`src/rtl/plic_pkg.sv`:
```
package plic_pkg;

    typedef enum logic [2:0] {
        RG_NONE,
        RG_PRIO,
        RG_PEND,
        RG_EN,
        RG_THR,
        RG_CLAIM
    } region_e;

    typedef struct packed {
        region_e     rg;
        logic [15:0] ctx;
        logic [15:0] idx;
    } decode_t;

    // Filter a priority or threshold write against the legal range.
    function automatic logic [31:0] legalize(input logic [31:0] wval,
                                             input logic [31:0] old,
                                             input int unsigned pmax);
        logic [31:0] span;
        span = 32'(pmax) + 32'd1;
        if ((span & 32'(pmax)) == 32'd0)
            return wval % span;
        else if (wval <= 32'(pmax))
            return wval;
        else
            return old;
    endfunction

endpackage

```
`src/rtl/plic_pick.sv`:
```
module plic_pick #(
    parameter int N_SRC = 40,
    parameter int PW    = 3,
    parameter int IDW   = 6
) (
    input  logic [N_SRC-1:0]    cand_i,
    input  logic [N_SRC*PW-1:0] prio_i,
    input  logic [PW-1:0]       thr_i,
    output logic [IDW-1:0]      id_o,
    output logic                hit_o
);
    logic [PW-1:0] best;

    // Strict compare keeps the lowest ID on a tie.
    always_comb begin
        best = thr_i;
        id_o = '0;
        for (int i = 1; i < N_SRC; i++) begin
            if (cand_i[i] && (prio_i[i*PW +: PW] > best)) begin
                best = prio_i[i*PW +: PW];
                id_o = IDW'(i);
            end
        end
        hit_o = (id_o != '0);
    end
endmodule

```
`src/rtl/plic_srcbits.sv`:
```
module plic_srcbits #(
    parameter int N_SRC = 40,
    parameter int IDW   = 6
) (
    input  logic             clk,
    input  logic             rst,
    input  logic [N_SRC-1:0] lvl_i,
    input  logic             clr_vld,
    input  logic [IDW-1:0]   clr_id,
    input  logic             cmpl_vld,
    input  logic [IDW-1:0]   cmpl_id,
    output logic [N_SRC-1:0] pend_o,
    output logic [N_SRC-1:0] claimed_o
);
    logic [N_SRC-1:0] clr_oh;

    always_comb begin
        clr_oh = '0;
        if (clr_vld) clr_oh[clr_id] = 1'b1;
    end

    always_ff @(posedge clk) begin
        if (rst) begin
            pend_o    <= '0;
            claimed_o <= '0;
        end else begin
            pend_o <= lvl_i & ~clr_oh;
            if (clr_vld)  claimed_o[clr_id]  <= 1'b1;
            if (cmpl_vld) claimed_o[cmpl_id] <= 1'b0;
        end
    end

    assert_pend_follow_R4: assert property (@(posedge clk) disable iff (rst)
        !$past(rst) |-> ((pend_o & ~$past(clr_oh)) == ($past(lvl_i) & ~$past(clr_oh))));

    assert_claim_marks_R8: assert property (@(posedge clk) disable iff (rst)
        clr_vld |=> (!pend_o[$past(clr_id)] && claimed_o[$past(clr_id)]));

    assert_complete_R9: assert property (@(posedge clk) disable iff (rst)
        (cmpl_vld && !clr_vld) |=> !claimed_o[$past(cmpl_id)]);
endmodule

```
`src/rtl/plic_regfile.sv`:
```
module plic_regfile #(
    parameter int          N_SRC      = 40,
    parameter int          N_CTX      = 2,
    parameter int          PRIO_MAX   = 7,
    parameter logic [31:0] PRIO_BASE  = 32'h0000_0000,
    parameter logic [31:0] PEND_BASE  = 32'h0000_1000,
    parameter logic [31:0] EN_BASE    = 32'h0000_2000,
    parameter logic [31:0] EN_STRIDE  = 32'h0000_0080,
    parameter logic [31:0] CTX_BASE   = 32'h0000_4000,
    parameter logic [31:0] CTX_STRIDE = 32'h0000_1000
) (
    input  logic             clk,
    input  logic             rst,
    input  logic [N_SRC-1:0] irq_lvl,
    input  logic             bus_sel,
    input  logic             bus_we,
    input  logic [31:0]      bus_addr,
    input  logic [31:0]      bus_wdata,
    output logic [31:0]      bus_rdata,
    output logic [N_CTX-1:0] ctx_irq
);
    import plic_pkg::*;

    localparam int NWORDS = (N_SRC + 31) / 32;
    localparam int PW     = (PRIO_MAX < 2) ? 1 : $clog2(PRIO_MAX + 1);
    localparam int IDW    = $clog2(N_SRC);
    localparam int CW     = (N_CTX > 1) ? $clog2(N_CTX) : 1;
    localparam int WW     = (NWORDS > 1) ? $clog2(NWORDS) : 1;
    localparam int EN_SH  = $clog2(EN_STRIDE);
    localparam int CX_SH  = $clog2(CTX_STRIDE);
    localparam logic [31:0] PRIO_SPAN = 32'(N_SRC * 4);
    localparam logic [31:0] PEND_SPAN = 32'(NWORDS * 4);
    localparam logic [31:0] EN_SPAN   = 32'(N_CTX) * EN_STRIDE;
    localparam logic [31:0] CX_SPAN   = 32'(N_CTX) * CTX_STRIDE;

    logic [PW-1:0]          prio_q [N_SRC];
    logic [PW-1:0]          thr_q  [N_CTX];
    logic [31:0]            en_q   [N_CTX][NWORDS];
    logic [N_SRC-1:0]       pend, clm;
    logic [N_SRC*PW-1:0]    prio_flat;
    logic [NWORDS*32-1:0]   en_flat [N_CTX];
    logic [NWORDS*32-1:0]   pend_pad;
    logic [N_SRC-1:0]       cand [N_CTX];
    logic [IDW-1:0]         sel_id [N_CTX];
    decode_t                dec;
    logic [31:0]            off_p, off_q, off_e, off_c, sub_e, sub_c;
    logic [CW-1:0]          cx;
    logic [IDW-1:0]         src_ix;
    logic [WW-1:0]          word_ix;
    logic                   rd_go, wr_go, claim_go, claim_set, cmpl_go;
    logic [IDW-1:0]         claim_id;
    logic [31:0]            rd_val;

    // Address decode
    always_comb begin
        off_p = bus_addr - PRIO_BASE;
        off_q = bus_addr - PEND_BASE;
        off_e = bus_addr - EN_BASE;
        off_c = bus_addr - CTX_BASE;
        sub_e = off_e & (EN_STRIDE - 32'd1);
        sub_c = off_c & (CTX_STRIDE - 32'd1);
        dec   = '{rg: RG_NONE, ctx: '0, idx: '0};
        if (bus_addr >= PRIO_BASE && off_p < PRIO_SPAN) begin
            dec.rg  = RG_PRIO;
            dec.idx = 16'(off_p >> 2);
        end else if (bus_addr >= PEND_BASE && off_q < PEND_SPAN) begin
            dec.rg  = RG_PEND;
            dec.idx = 16'(off_q >> 2);
        end else if (bus_addr >= EN_BASE && off_e < EN_SPAN) begin
            dec.ctx = 16'(off_e >> EN_SH);
            dec.idx = 16'(sub_e >> 2);
            if ((sub_e >> 2) < 32'(NWORDS)) dec.rg = RG_EN;
        end else if (bus_addr >= CTX_BASE && off_c < CX_SPAN) begin
            dec.ctx = 16'(off_c >> CX_SH);
            if (sub_c == 32'd0)      dec.rg = RG_THR;
            else if (sub_c == 32'd4) dec.rg = RG_CLAIM;
        end
    end

    assign cx       = dec.ctx[CW-1:0];
    assign src_ix   = dec.idx[IDW-1:0];
    assign word_ix  = dec.idx[WW-1:0];
    assign rd_go    = bus_sel && !bus_we;
    assign wr_go    = bus_sel && bus_we;
    assign claim_go = rd_go && (dec.rg == RG_CLAIM);
    assign claim_id = sel_id[cx];
    assign claim_set = claim_go && (claim_id != '0);
    assign cmpl_go  = wr_go && (dec.rg == RG_CLAIM) && (bus_wdata < 32'(N_SRC));

    // Flattened views feeding the selectors
    always_comb begin
        pend_pad = '0;
        pend_pad[N_SRC-1:0] = pend;
        for (int i = 0; i < N_SRC; i++) prio_flat[i*PW +: PW] = prio_q[i];
        for (int c = 0; c < N_CTX; c++) begin
            for (int w = 0; w < NWORDS; w++) en_flat[c][w*32 +: 32] = en_q[c][w];
            cand[c] = pend & ~clm & en_flat[c][N_SRC-1:0];
        end
    end

    plic_srcbits #(.N_SRC(N_SRC), .IDW(IDW)) u_bits (
        .clk      (clk),
        .rst      (rst),
        .lvl_i    (irq_lvl),
        .clr_vld  (claim_set),
        .clr_id   (claim_id),
        .cmpl_vld (cmpl_go),
        .cmpl_id  (bus_wdata[IDW-1:0]),
        .pend_o   (pend),
        .claimed_o(clm)
    );

    for (genvar c = 0; c < N_CTX; c++) begin : g_ctx
        plic_pick #(.N_SRC(N_SRC), .PW(PW), .IDW(IDW)) u_pick (
            .cand_i(cand[c]),
            .prio_i(prio_flat),
            .thr_i (thr_q[c]),
            .id_o  (sel_id[c]),
            .hit_o (ctx_irq[c])
        );

        assert_pick_legal_R6: assert property (@(posedge clk) disable iff (rst)
            ctx_irq[c] |-> (cand[c][sel_id[c]] && (prio_q[sel_id[c]] > thr_q[c])));
    end

    // Read mux
    always_comb begin
        unique case (dec.rg)
            RG_PRIO:  rd_val = 32'(prio_q[src_ix]);
            RG_PEND:  rd_val = pend_pad[32*word_ix +: 32];
            RG_EN:    rd_val = en_q[cx][word_ix];
            RG_THR:   rd_val = 32'(thr_q[cx]);
            RG_CLAIM: rd_val = 32'(claim_id);
            default:  rd_val = '0;
        endcase
    end

    always_ff @(posedge clk) begin
        if (rst) bus_rdata <= '0;
        else     bus_rdata <= rd_go ? rd_val : '0;
    end

    // Register writes
    always_ff @(posedge clk) begin
        if (rst) begin
            for (int i = 0; i < N_SRC; i++) prio_q[i] <= '0;
            for (int c = 0; c < N_CTX; c++) begin
                thr_q[c] <= '0;
                for (int w = 0; w < NWORDS; w++) en_q[c][w] <= '0;
            end
        end else if (wr_go) begin
            case (dec.rg)
                RG_PRIO: prio_q[src_ix] <=
                    PW'(legalize(bus_wdata, 32'(prio_q[src_ix]), PRIO_MAX));
                RG_THR:  thr_q[cx] <=
                    PW'(legalize(bus_wdata, 32'(thr_q[cx]), PRIO_MAX));
                RG_EN:   en_q[cx][word_ix] <= bus_wdata;
                default: ;
            endcase
        end
    end

    assert_reset_quiet_R1: assert property (@(posedge clk)
        rst |=> (ctx_irq == '0 && bus_rdata == '0));

    assert_empty_claim_R7: assert property (@(posedge clk) disable iff (rst)
        (claim_go && !claim_set) |=> (bus_rdata == '0));
endmodule

```
`config.mk`:
```
export PLATFORM = sky130hd
export DESIGN_NAME = plic_regfile
export DESIGN_NICKNAME = d
export VERILOG_FILES = /design/src/rtl/plic_pkg.sv /design/src/rtl/plic_pick.sv /design/src/rtl/plic_srcbits.sv /design/src/rtl/plic_regfile.sv
export SDC_FILE = /design/constraint.sdc
export NUM_CORES = 1
export LEC_CHECK = 0
export ABC_AREA = 1
export ABC_CLOCK_PERIOD_IN_PS = 53800
export BUFFER_PORTS_ARGS = -buffer_cell sky130_fd_sc_hd__clkbuf_2
export CAP_MARGIN = 20
export CORE_ASPECT_RATIO = 1.4
export CORE_MARGIN = 2
export CORE_UTILIZATION = 30
export CTS_BUF_LIST = sky130_fd_sc_hd__clkbuf_4
export DETAILED_ROUTE_END_ITERATION = 7
export PLACE_DENSITY = 0.53
export SETUP_SLACK_MARGIN = 0.02
export SLEW_MARGIN = 20
export SYNTH_ARGS = -nofsm -noshare
export SYNTH_HDL_FRONTEND = slang
export SYNTH_SLANG_ARGS = --single-unit
```
`constraint.sdc`:
```
create_clock -name clk -period 53.8 [get_ports clk]
set_input_delay 2.69 -clock clk [delete_from_list [all_inputs] [get_ports clk]]
set_output_delay 2.69 -clock clk [all_outputs]
set_load 0.02 [all_outputs]
```
; After elaboration in Yosys (flattened, before gate mapping)
; Memory sizes are Yosys's and may differ from the RTL's.
; Cells that the tools add are included.
[word_totals]
word_cells = 435
mem_count = 3
mem_bits_rw = 254
input_bits = 108
regBits = 112
[mem_list]
columns = memory, words, word_bits, rd, rd_ports_with_merged_regs, write_ports, line_no
row1 = en_q, 2, 64, 3, 0, 2, plic_regfile.sv:38  ; logic [31:0] en_q [N_CTX][NWORDS];
row2 = prio_q, 40, 3, 40, 0, 40, plic_regfile.sv:36  ; logic [PW-1:0] prio_q [N_SRC];
row3 = thr_q, 2, 3, 3, 0, 2, plic_regfile.sv:37  ; logic [PW-1:0] thr_q [N_CTX];
[classes]
add_sub_neg = 3
magnitude_cmp = 95
bitwise_logic = 12
n_reduce_logical = 100
shifts = 1
n_mux = 212
n_eq_ne = 6
[op_table]
columns = cell, count
row1 = two-way mux 3 bit, 96
row2 = greater-than comparator 3 bit, 78
row3 = bitwise AND 40 bit, 5
row4 = two-way mux 64 bit, 3
row5 = two-way mux 5 bit, 33
row6 = two-way mux 40 bit, 4
row7 = case mux 32 bit (5 select lines), 1
row8 = two-way mux 6 bit, 22
row9 = two-way mux 32 bit, 4
row10 = NOT 40 bit, 3
row11 = logical AND 1 bit, 91
row12 = two-way mux 4 bit, 16
row13 = OR reduction 64 bit, 1
row14 = indexed part select 64 x 7 -> 32 bit, 1
row15 = OR 40 bit, 1
row16 = two-way mux 19 bit, 2
row17 = demux 32 bit (select 1 bit), 1
row18 = >= comparator 32 x 1 -> 1 bit (second input constant), 1
row19 = >= comparator 32 x 13 -> 1 bit (second input constant), 1
row20 = >= comparator 32 x 14 -> 1 bit (second input constant), 1
row21 = >= comparator 32 x 15 -> 1 bit (second input constant), 1
row22 = logical NOT 32 bit, 1
row23 = < comparator 32 x 14 -> 1 bit (second input constant), 1
row24 = < comparator 32 x 4 -> 1 bit (second input constant), 1
row25 = other kinds (24), 60

; Depth between registers and ports, before layout
; Gate-level depths: netlist of run 1.
[depth]
depth_word = 131
mapped_depth = 302

; Hierarchy
; A second synthesis of run 1 with hierarchy kept.
[hier_totals]
cells_unflattened = 4000
area_unflattened_um2 = 28034.4
[modules_own_cells]
columns = module, instances, cells_per_inst, seq_area_each_um2, area_each_um2
row1 = plic_regfile, 1, 1943, 8267.9, 15657.5
row2 = plic_pick at g_ctx[0].u_pick, 1, 827, 0.0, 4770.8
row3 = plic_pick at g_ctx[1].u_pick, 1, 806, 0.0, 4560.6
row4 = plic_srcbits, 1, 424, 1601.5, 3045.4

; Worst setup path before layout of run 1
; OpenSTA, ideal clock, no wires.
[synth_path]
path_kind = reg-to-output
from = mem prio_q[1][2]
to = out ctx_irq[0]
arrival_time_ns = 37.739
required_time_ns = 51.110
stages_incl_launch_ff = 247
path_slack_ns = 13.371
n_path_buf = 2
cell_sequence = edfxtp_1 ha_1 nand2_1 nor2_4 nor2_4 nand2_4 o21ai_0 ha_1 o21ai_2 nand3_2 nand3_4 nand2_4 o21ai_0 ha_1 o21ai_0 nand3_1 nand3_1 nand2_2 [... 211 more ...] o21ai_0 ha_1 inv_1 nor2_1 o21a_1 o21ai_1 o21ai_0 ha_1 a21oi_1 o21ai_0 nand4_1 nand2_1 inv_1 nand2_1 nor4_1 nand3_1 or3_1 buf_4
[synth_rtl]
columns = item, line_no
row1 = start: declaration, plic_regfile.sv:36
row2 = end: declaration, plic_regfile.sv:20  ; output logic [N_CTX-1:0] ctx_irq

==> impl_metrics.py, run 1 <==
metrics = {
    "worst_setup_path": {
        "cp-end-kind": "output pin",
        "path_class": "reg -> out",
        "start_kind": "flop",
        "cpPeakStageDelay_ns": 0.51,
        "crit_required_ns": 51.11,
        "worstPathArrival_ns": 44.93,
        "crit_path_frequent_cell": "o21ai_0",
        "cp_max_fo": 11,
        "crit_path_top_delay_cell": "edfxtp_1",
        "rrSetupSlack_ns": 8.69,
    },
    "placed_design": {
        "dpl-instance-area_mm2": 0.0296,
        "gp_congestion": 0.963,
        "place_hpwl_mm": 85.8,
        "numPortBuffers": 141,
        "dp.cells": 5014,
    },
    "yosys": {
        "syn_nets": 3947,
        "synth_area_mm2": 0.0276,
        "synth_adder_area_share_pct": 4.22,
        "synth_top_family_by_area": "simple AND/OR/NAND/NOR gates",
        "ys_types": 70,
        "postSynthCellCount": 3746,
        "yosys.area_share.simple_pct": 34.2,
        "synth_xor_area_share_pct": 0.603,
        "ys.flop_type": "edfxtp_1",
        "synth-seq-cells": 365,
        "ys_warn_count": 0,
        "synth_edf_count": 254,
        "synth-compound-area-share_pct": 16.6,
        "synth.avg_cell_area_um2": 7.37,
        "ys_seq_area_share_pct": 35.7,
        "async_reset_ff_share_pct": 0,
        "synthMuxAreaShare_pct": 0.0363,
    },
    "cts": {
        "clock_path_buffers": 3,
        "path_clk_slew_ns": 0.07,
        "numCtsBuffers": 91,
        "cts_resized": 0,
        "cts-root-buf": "clkbuf_4",
        "post_cts_buffers": 0,
        "ctsHoldBuffers": 0,
        "h-tree-depth": 3,
        "numClockSinks": 365,
        "cts_tree": "built",
        "clk-insertion-delay-late_ns": 1.00,
    },
    "routing": {
        "drcViolationCount": 0,
        "met1_length_mm": 41.8,
        "avgViaCountPerCell": 5.19,
        "drt_iter0_markers": 2015,
        "dr_wl_met2_mm": 53.3,
        "totalWireLength_mm": 108,
        "vias": 26900,
        "wl_per_cell_um": 20.9,
        "drtAntennaViolNets": 0,
        "dr.pass1.iters": 6,
        "wl_met3_mm": 6.48,
        "top_layer": "met5",
    },
    "power": {
        "sw_frac_of_total_pct": 41.9,
        "peakVddDrop_v": 0.0000143,
        "power.leakage_nw": 13.6,
        "p_seq_share_pct": 34.3,
        "p_clk_share_pct": 25.7,
        "switchingPower_mw": 0.392,
        "p_int_mw": 0.544,
        "p_comb_share_pct": 40.0,
        "power_density_mw_per_mm2": 30.4,
    },
    "timing": {
        "setup_violations": 0,
        "finalSetupTns_ns": 0,
        "finalCritPeriodShare_pct": 88.5,
        "tightest_slew_ns": 1.19,
        "clock_skew_ns": 0.107,
        "fmax_mhz": 21.0,
        "fin_crit_ns": 47.62,
        "holdWs_ns": 0.465,
        "hold_viol": 0,
        "drv_slew": 0,
        "slew_headroom_pct": 19.9,
        "rsz0062_at_grt": "no",
    },
    "finish": {
        "drive_above_1_share_pct": 19.8,
        "layout.area.seq_mm2": 0.00985,
        "fillers": 9998,
        "layout.nets": 4112,
        "area_delta_synth_final_pct": 11.6,
        "instances_no_fill": 5187,
        "multiInputGateArea_mm2": 0.0154,
        "final_cell_area_mm2": 0.0308,
    },
    "job": {
        "drv_cap": 0,
    },
    "floorplanning": {
        "ioPinCount": 142,
        "coreArea_mm2": 0.0911,
        "start_util_pct": 30.3,
        "core.rowCount": 131,
        "fp.dieW_um": 260,
        "fp.dieH_um": 363,
        "die_area_mm2": 0.0945,
    },
    "global_route": {
        "grt-ovfl-total": 0,
        "grt_pass1_wl_mm": 161,
        "grt_start_max_net_pins": 67,
        "grt_use_total_pct": 22.8,
        "grt_pass1_vias": 26500,
        "antenna_found_initial": 6,
    },
    "run_status": {
        "status": "completed",
    },
    "hold_path": {
        "min_path_type": "reg -> reg",
    },
}
==> per-layer routing <==
metal	up-vias	track usage (%)
met5	-	0
met4	2	13.6
met3	286	3.61
met2	998	39.8
met1	12600	25.9
li1	13100	-
==> layout by cell type (no fill, tap or decap), types with 89 or more instances in the layout <==
cell type,n
nand2_1,597
nor2_1,507
inv_1,449
o21ai_0,351
nand3_1,299
edfxtp_1,254
nand2_2,217
a21oi_1,141
clkbuf_2,141
clkbuf_4,127
dfxtp_1,111
ha_1,93
nand3_2,89
==> synthesized netlist by cell type, types with 44 or more instances <==
master	instances	area (um^2)
a21oi_1	141	706
clkbuf_1	87	327
dfxtp_1	111	2220
edfxtp_1	254	7630
ha_1	93	1160
inv_1	455	1710
nand2_1	598	2240
nand2_2	216	1350
nand2_4	44	495
nand3_1	299	1500
nand3_2	89	891
nor2_1	508	1910
nor3_1	59	295
o21ai_0	352	1760
==> cell families (layout without fill, tap and decap cells) <==
group,count (synthesis),count (layout)
flops,365,365
simple gates,1905,1905
compound gates,758,758
buf+inv,605,841
fa+ha+maj,93,93
xor+xnor,19,19
other cells,0,8
mux,1,1
==> power by group through the flow <==
stage	combinational (mW)	clock (mW)	sequential (mW)
5_1_grt	0.415	0.260	0.322
3_3_place_gp	0.368	0	0.327
6_report	0.374	0.241	0.321
3_5_place_dp	0.372	0	0.327
4_1_cts	0.373	0.246	0.321
2_1_floorplan	0.278	0	0.323
==> final cells by class <==
cell class / instances / share of cell area, %
diodes: 8 / 0.0650
clock inverters: 37 / 0.618
well taps: 1197 / 4.86
multi-input cells: 2776 / 50.0
inverters: 501 / 6.26
repair buffers: 176 / 3.14
flip-flops and latches: 365 / 32.0
clock buffers: 127 / 3.10
==> state kept, by name, indices dropped and copies added, names as in the netlist <==
| name | count |
|---|---|
| bus_rdata | 32 |
| u_bits.pend_o | 40 |
| thr_q | 6 |
| u_bits.claimed_o | 39 |
| en_q | 128 |
| prio_q | 120 |
==> per-stage QoR <==
stage | util [%] | total power, mW | worst slack (ns)
after floorplan | - | 0.601 | 13.37
after global placement | 32.5 | 0.695 | 7.13
after detailed placement | 32.5 | 0.699 | 7.17
after CTS | 33.8 | 0.940 | 5.98
after global routing | 33.8 | 0.998 | 1.16
final | 33.8 | 0.936 | 6.18
==> worst paths after layout <==
kind | start | endpoint | cells after the start
max reg2reg | prio_q[1][2]$_SDFFCE_PN0P_ | u_bits.claimed_o[10]$_SDFF_PP0_ | 250
max | prio_q[1][2]$_SDFFCE_PN0P_ | ctx_irq[0] | 245
min reg2reg | u_bits.claimed_o[10]$_SDFF_PP0_ | u_bits.claimed_o[10]$_SDFF_PP0_ | 2
min | u_bits.claimed_o[10]$_SDFF_PP0_ | u_bits.claimed_o[10]$_SDFF_PP0_ | 2
==> worst max-delay path: cells and delay by family, from the launching register on <==
kind / cells / cell delay (ns)
AOI/OAI and AO/OA: 78 / 18.59
adders and majority gates: 39 / 11.69
buffers and inverters: 18 / 1.69
DFF: 1 / 0.51
and+or+nand+nor: 110 / 11.41
Note: power is estimated with default switching activity, not from simulation.
==> run 2: changes to the inputs <==
--- a/config.mk
+++ b/config.mk
@@ -6,11 +6,11 @@
 export NUM_CORES = 1
 export LEC_CHECK = 0
 export ABC_AREA = 1
-export ABC_CLOCK_PERIOD_IN_PS = 53800
+export ABC_CLOCK_PERIOD_IN_PS = 54800
 export BUFFER_PORTS_ARGS = -buffer_cell sky130_fd_sc_hd__clkbuf_2
 export CAP_MARGIN = 20
 export CORE_ASPECT_RATIO = 1.4
-export CORE_MARGIN = 2
+export CORE_MARGIN = 1
 export CORE_UTILIZATION = 30
 export CTS_BUF_LIST = sky130_fd_sc_hd__clkbuf_4
 export DETAILED_ROUTE_END_ITERATION = 7
==> constraint.sdc (replaced) <==
create_clock -name clk -period 54.8 [get_ports clk]
set_input_delay 2.74 -clock clk [delete_from_list [all_inputs] [get_ports clk]]
set_output_delay 2.74 -clock clk [all_outputs]
set_load 0.02 [all_outputs]
==> run 2 against run 1 <==
  * Clock power hardly changed
  * Die area is 1.3% lower
  * Clock skew is 0.026 ns higher
  * Critical path depth stayed put
  * Design area is 0.11% higher
  * Combinational power is 2% lower
  * First-iteration DRC count is 3.8% lower
  * Sequential power is 2% lower
  * Global-route usage hardly changed
  * Register-to-register slack better by 0.91 ns
==> impl_metrics.py, run 2 (synthesized netlist as in run 1, its figures left out) <==
metrics = {
    "worst_setup_path": {
        "crit_path_frequent_cell": "o21ai_0",
        "crit_required_ns": 52.06,
        "cpPeakStageDelay_ns": 0.51,
        "cp_max_fo": 11,
        "crit_path_top_delay_cell": "edfxtp_1",
        "start_kind": "flop",
        "path_class": "reg -> out",
        "cp-end-kind": "output pin",
        "worstPathArrival_ns": 45.02,
    },
    "timing": {
        "drv_slew": 0,
        "slew_headroom_pct": 24.9,
        "finalSetupTns_ns": 0,
        "rsz0062_at_grt": "no",
        "finalCritPeriodShare_pct": 87.2,
        "tightest_slew_ns": 1.12,
        "fmax_mhz": 20.9,
        "fin_crit_ns": 47.76,
        "clock_skew_ns": 0.132,
        "setup_violations": 0,
        "hold_viol": 0,
    },
    "placed_design": {
        "numPortBuffers": 141,
        "place_hpwl_mm": 85.0,
        "gp_congestion": 0.950,
        "dpl-instance-area_mm2": 0.0296,
    },
    "power": {
        "power.leakage_nw": 13.6,
        "power_density_mw_per_mm2": 30.0,
        "peakVddDrop_v": 0.0000166,
    },
    "finish": {
        "drive_above_1_share_pct": 19.7,
        "final_cell_area_mm2": 0.0308,
        "largest_reg_flops": 128,
        "layout_commonest_cell": "nand2_1",
        "layout.nets": 4111,
        "multiInputGateArea_mm2": 0.0154,
        "area_delta_synth_final_pct": 11.7,
        "reg_top3": "en_q x128, prio_q x120, u_bits.pend_o x40",
        "registers.top_by_ff_count": "en_q",
        "mostFrequentLayoutCells": "597 x nand2_1, 507 x nor2_1, 449 x inv_1",
        "layout.area.seq_mm2": 0.00985,
        "fillers": 10100,
        "finish.utilization_pct": 33.8,
    },
    "routing": {
        "vias": 27100,
        "dr.pass1.iters": 6,
        "drcViolationCount": 0,
        "drt_iter0_markers": 1939,
        "wl_per_cell_um": 20.7,
        "totalWireLength_mm": 107,
        "drtAntennaViolNets": 0,
        "avgViaCountPerCell": 5.22,
    },
    "floorplanning": {
        "die_area_mm2": 0.0932,
        "fp.dieH_um": 361,
        "core.rowCount": 131,
        "coreArea_mm2": 0.0911,
        "fp.dieW_um": 258,
        "ioPinCount": 142,
        "start_util_pct": 30.3,
    },
    "cts": {
        "path_clk_slew_ns": 0.07,
        "clock_path_buffers": 3,
        "numCtsBuffers": 91,
        "h-tree-depth": 3,
        "numClockSinks": 365,
        "post_cts_buffers": 0,
        "clk-insertion-delay-late_ns": 0.99,
        "cts_tree": "built",
        "ctsHoldBuffers": 0,
        "cts_resized": 0,
        "cts-root-buf": "clkbuf_4",
    },
    "global_route": {
        "grt_util_met2_pct": 40.0,
        "grt_use_met1_pct": 26.0,
        "grt-busiest-layer": "met2",
        "grt_pass1_wl_mm": 159,
        "grt_pass1_vias": 26400,
        "grt_use_total_pct": 22.7,
        "antenna_found_initial": 4,
        "grt_start_max_net_pins": 81,
        "grtUsageMet3_pct": 3.17,
        "grt-ovfl-total": 0,
    },
    "hold_path": {
        "min_path_type": "reg -> reg",
    },
    "job": {
        "drv_cap": 0,
    },
    "run_status": {
        "status": "completed",
    },
}
-- run 2: changes by cell type in the layout (fill, tap and decap cells not counted), sizes merged --
cell | previous run | this run
buf | 35 | 34
bufinv | 3 | 5
clkbuf | 268 | 270
clkinv | 40 | 35
diode | 8 | 3
-- run 2: final cells by class --
cell class                 count  area share (%)
multi-input combinational   2776            49.9
antenna                        3          0.0244
sequential                   365            32.0
clock inverter                34           0.718
clock buffer                 129            3.14
tap                         1197            4.86
inverter                     501            6.25
timing repair buffer         175            3.12
-- run 2: path summary, 6_finish.rpt --
path	start	endpoint	slack, ns	depth (start not counted)
max	prio_q[1][2]$_SDFFCE_PN0P_	ctx_irq[0]	7.04	245
min	u_bits.claimed_o[10]$_SDFF_PP0_	u_bits.claimed_o[10]$_SDFF_PP0_	0.46	2
max reg2reg	prio_q[1][2]$_SDFFCE_PN0P_	u_bits.claimed_o[10]$_SDFF_PP0_	9.60	250
min reg2reg	u_bits.claimed_o[10]$_SDFF_PP0_	u_bits.claimed_o[10]$_SDFF_PP0_	0.46	2
-- run 2: report_power, final --
| group | switching (mW) | internal (mW) | total (mW) | leakage, nW |
|---|---|---|---|---|
| Clock | 0.124 | 0.119 | 0.244 | 0.697 |
| Sequential | 0.00993 | 0.305 | 0.315 | 3.32 |
| Combinational | 0.247 | 0.119 | 0.366 | 9.58 |
-- run 2: per-layer routing --
| layer | part of all wire [%] | routed length (um) | up-vias |
|---|---|---|---|
| met3 | 5.3 | 5720 | 290 |
| met2 | 50 | 53200 | 955 |
| li1 | - | - | 13000 |
| met5 | 0.038 | 41 | - |
| met4 | 6.0 | 6400 | 4 |
| met1 | 39 | 42000 | 12800 |
-- run 2: critical path: cells and delay by family (launching register included) --
kind            cells  cell delay (ns)
compound gates     78            18.53
fa+ha+maj          39            11.74
buf+inv            15             1.48
flops               1             0.51
simple gates      113            11.81
-- run 2: stage by stage --
step           hold slack [ns]  power, mW  worst slack, ns  cells
2_1_floorplan            0.433      0.590            14.32   3746
3_3_place_gp             0.452      0.681             8.08   5014
3_5_place_dp             0.454      0.685             8.00   5014
4_1_cts                  0.462      0.930             6.81   5177
5_1_grt                  0.484      0.984             2.44   5180
6_report                 0.463      0.925             7.04   5180
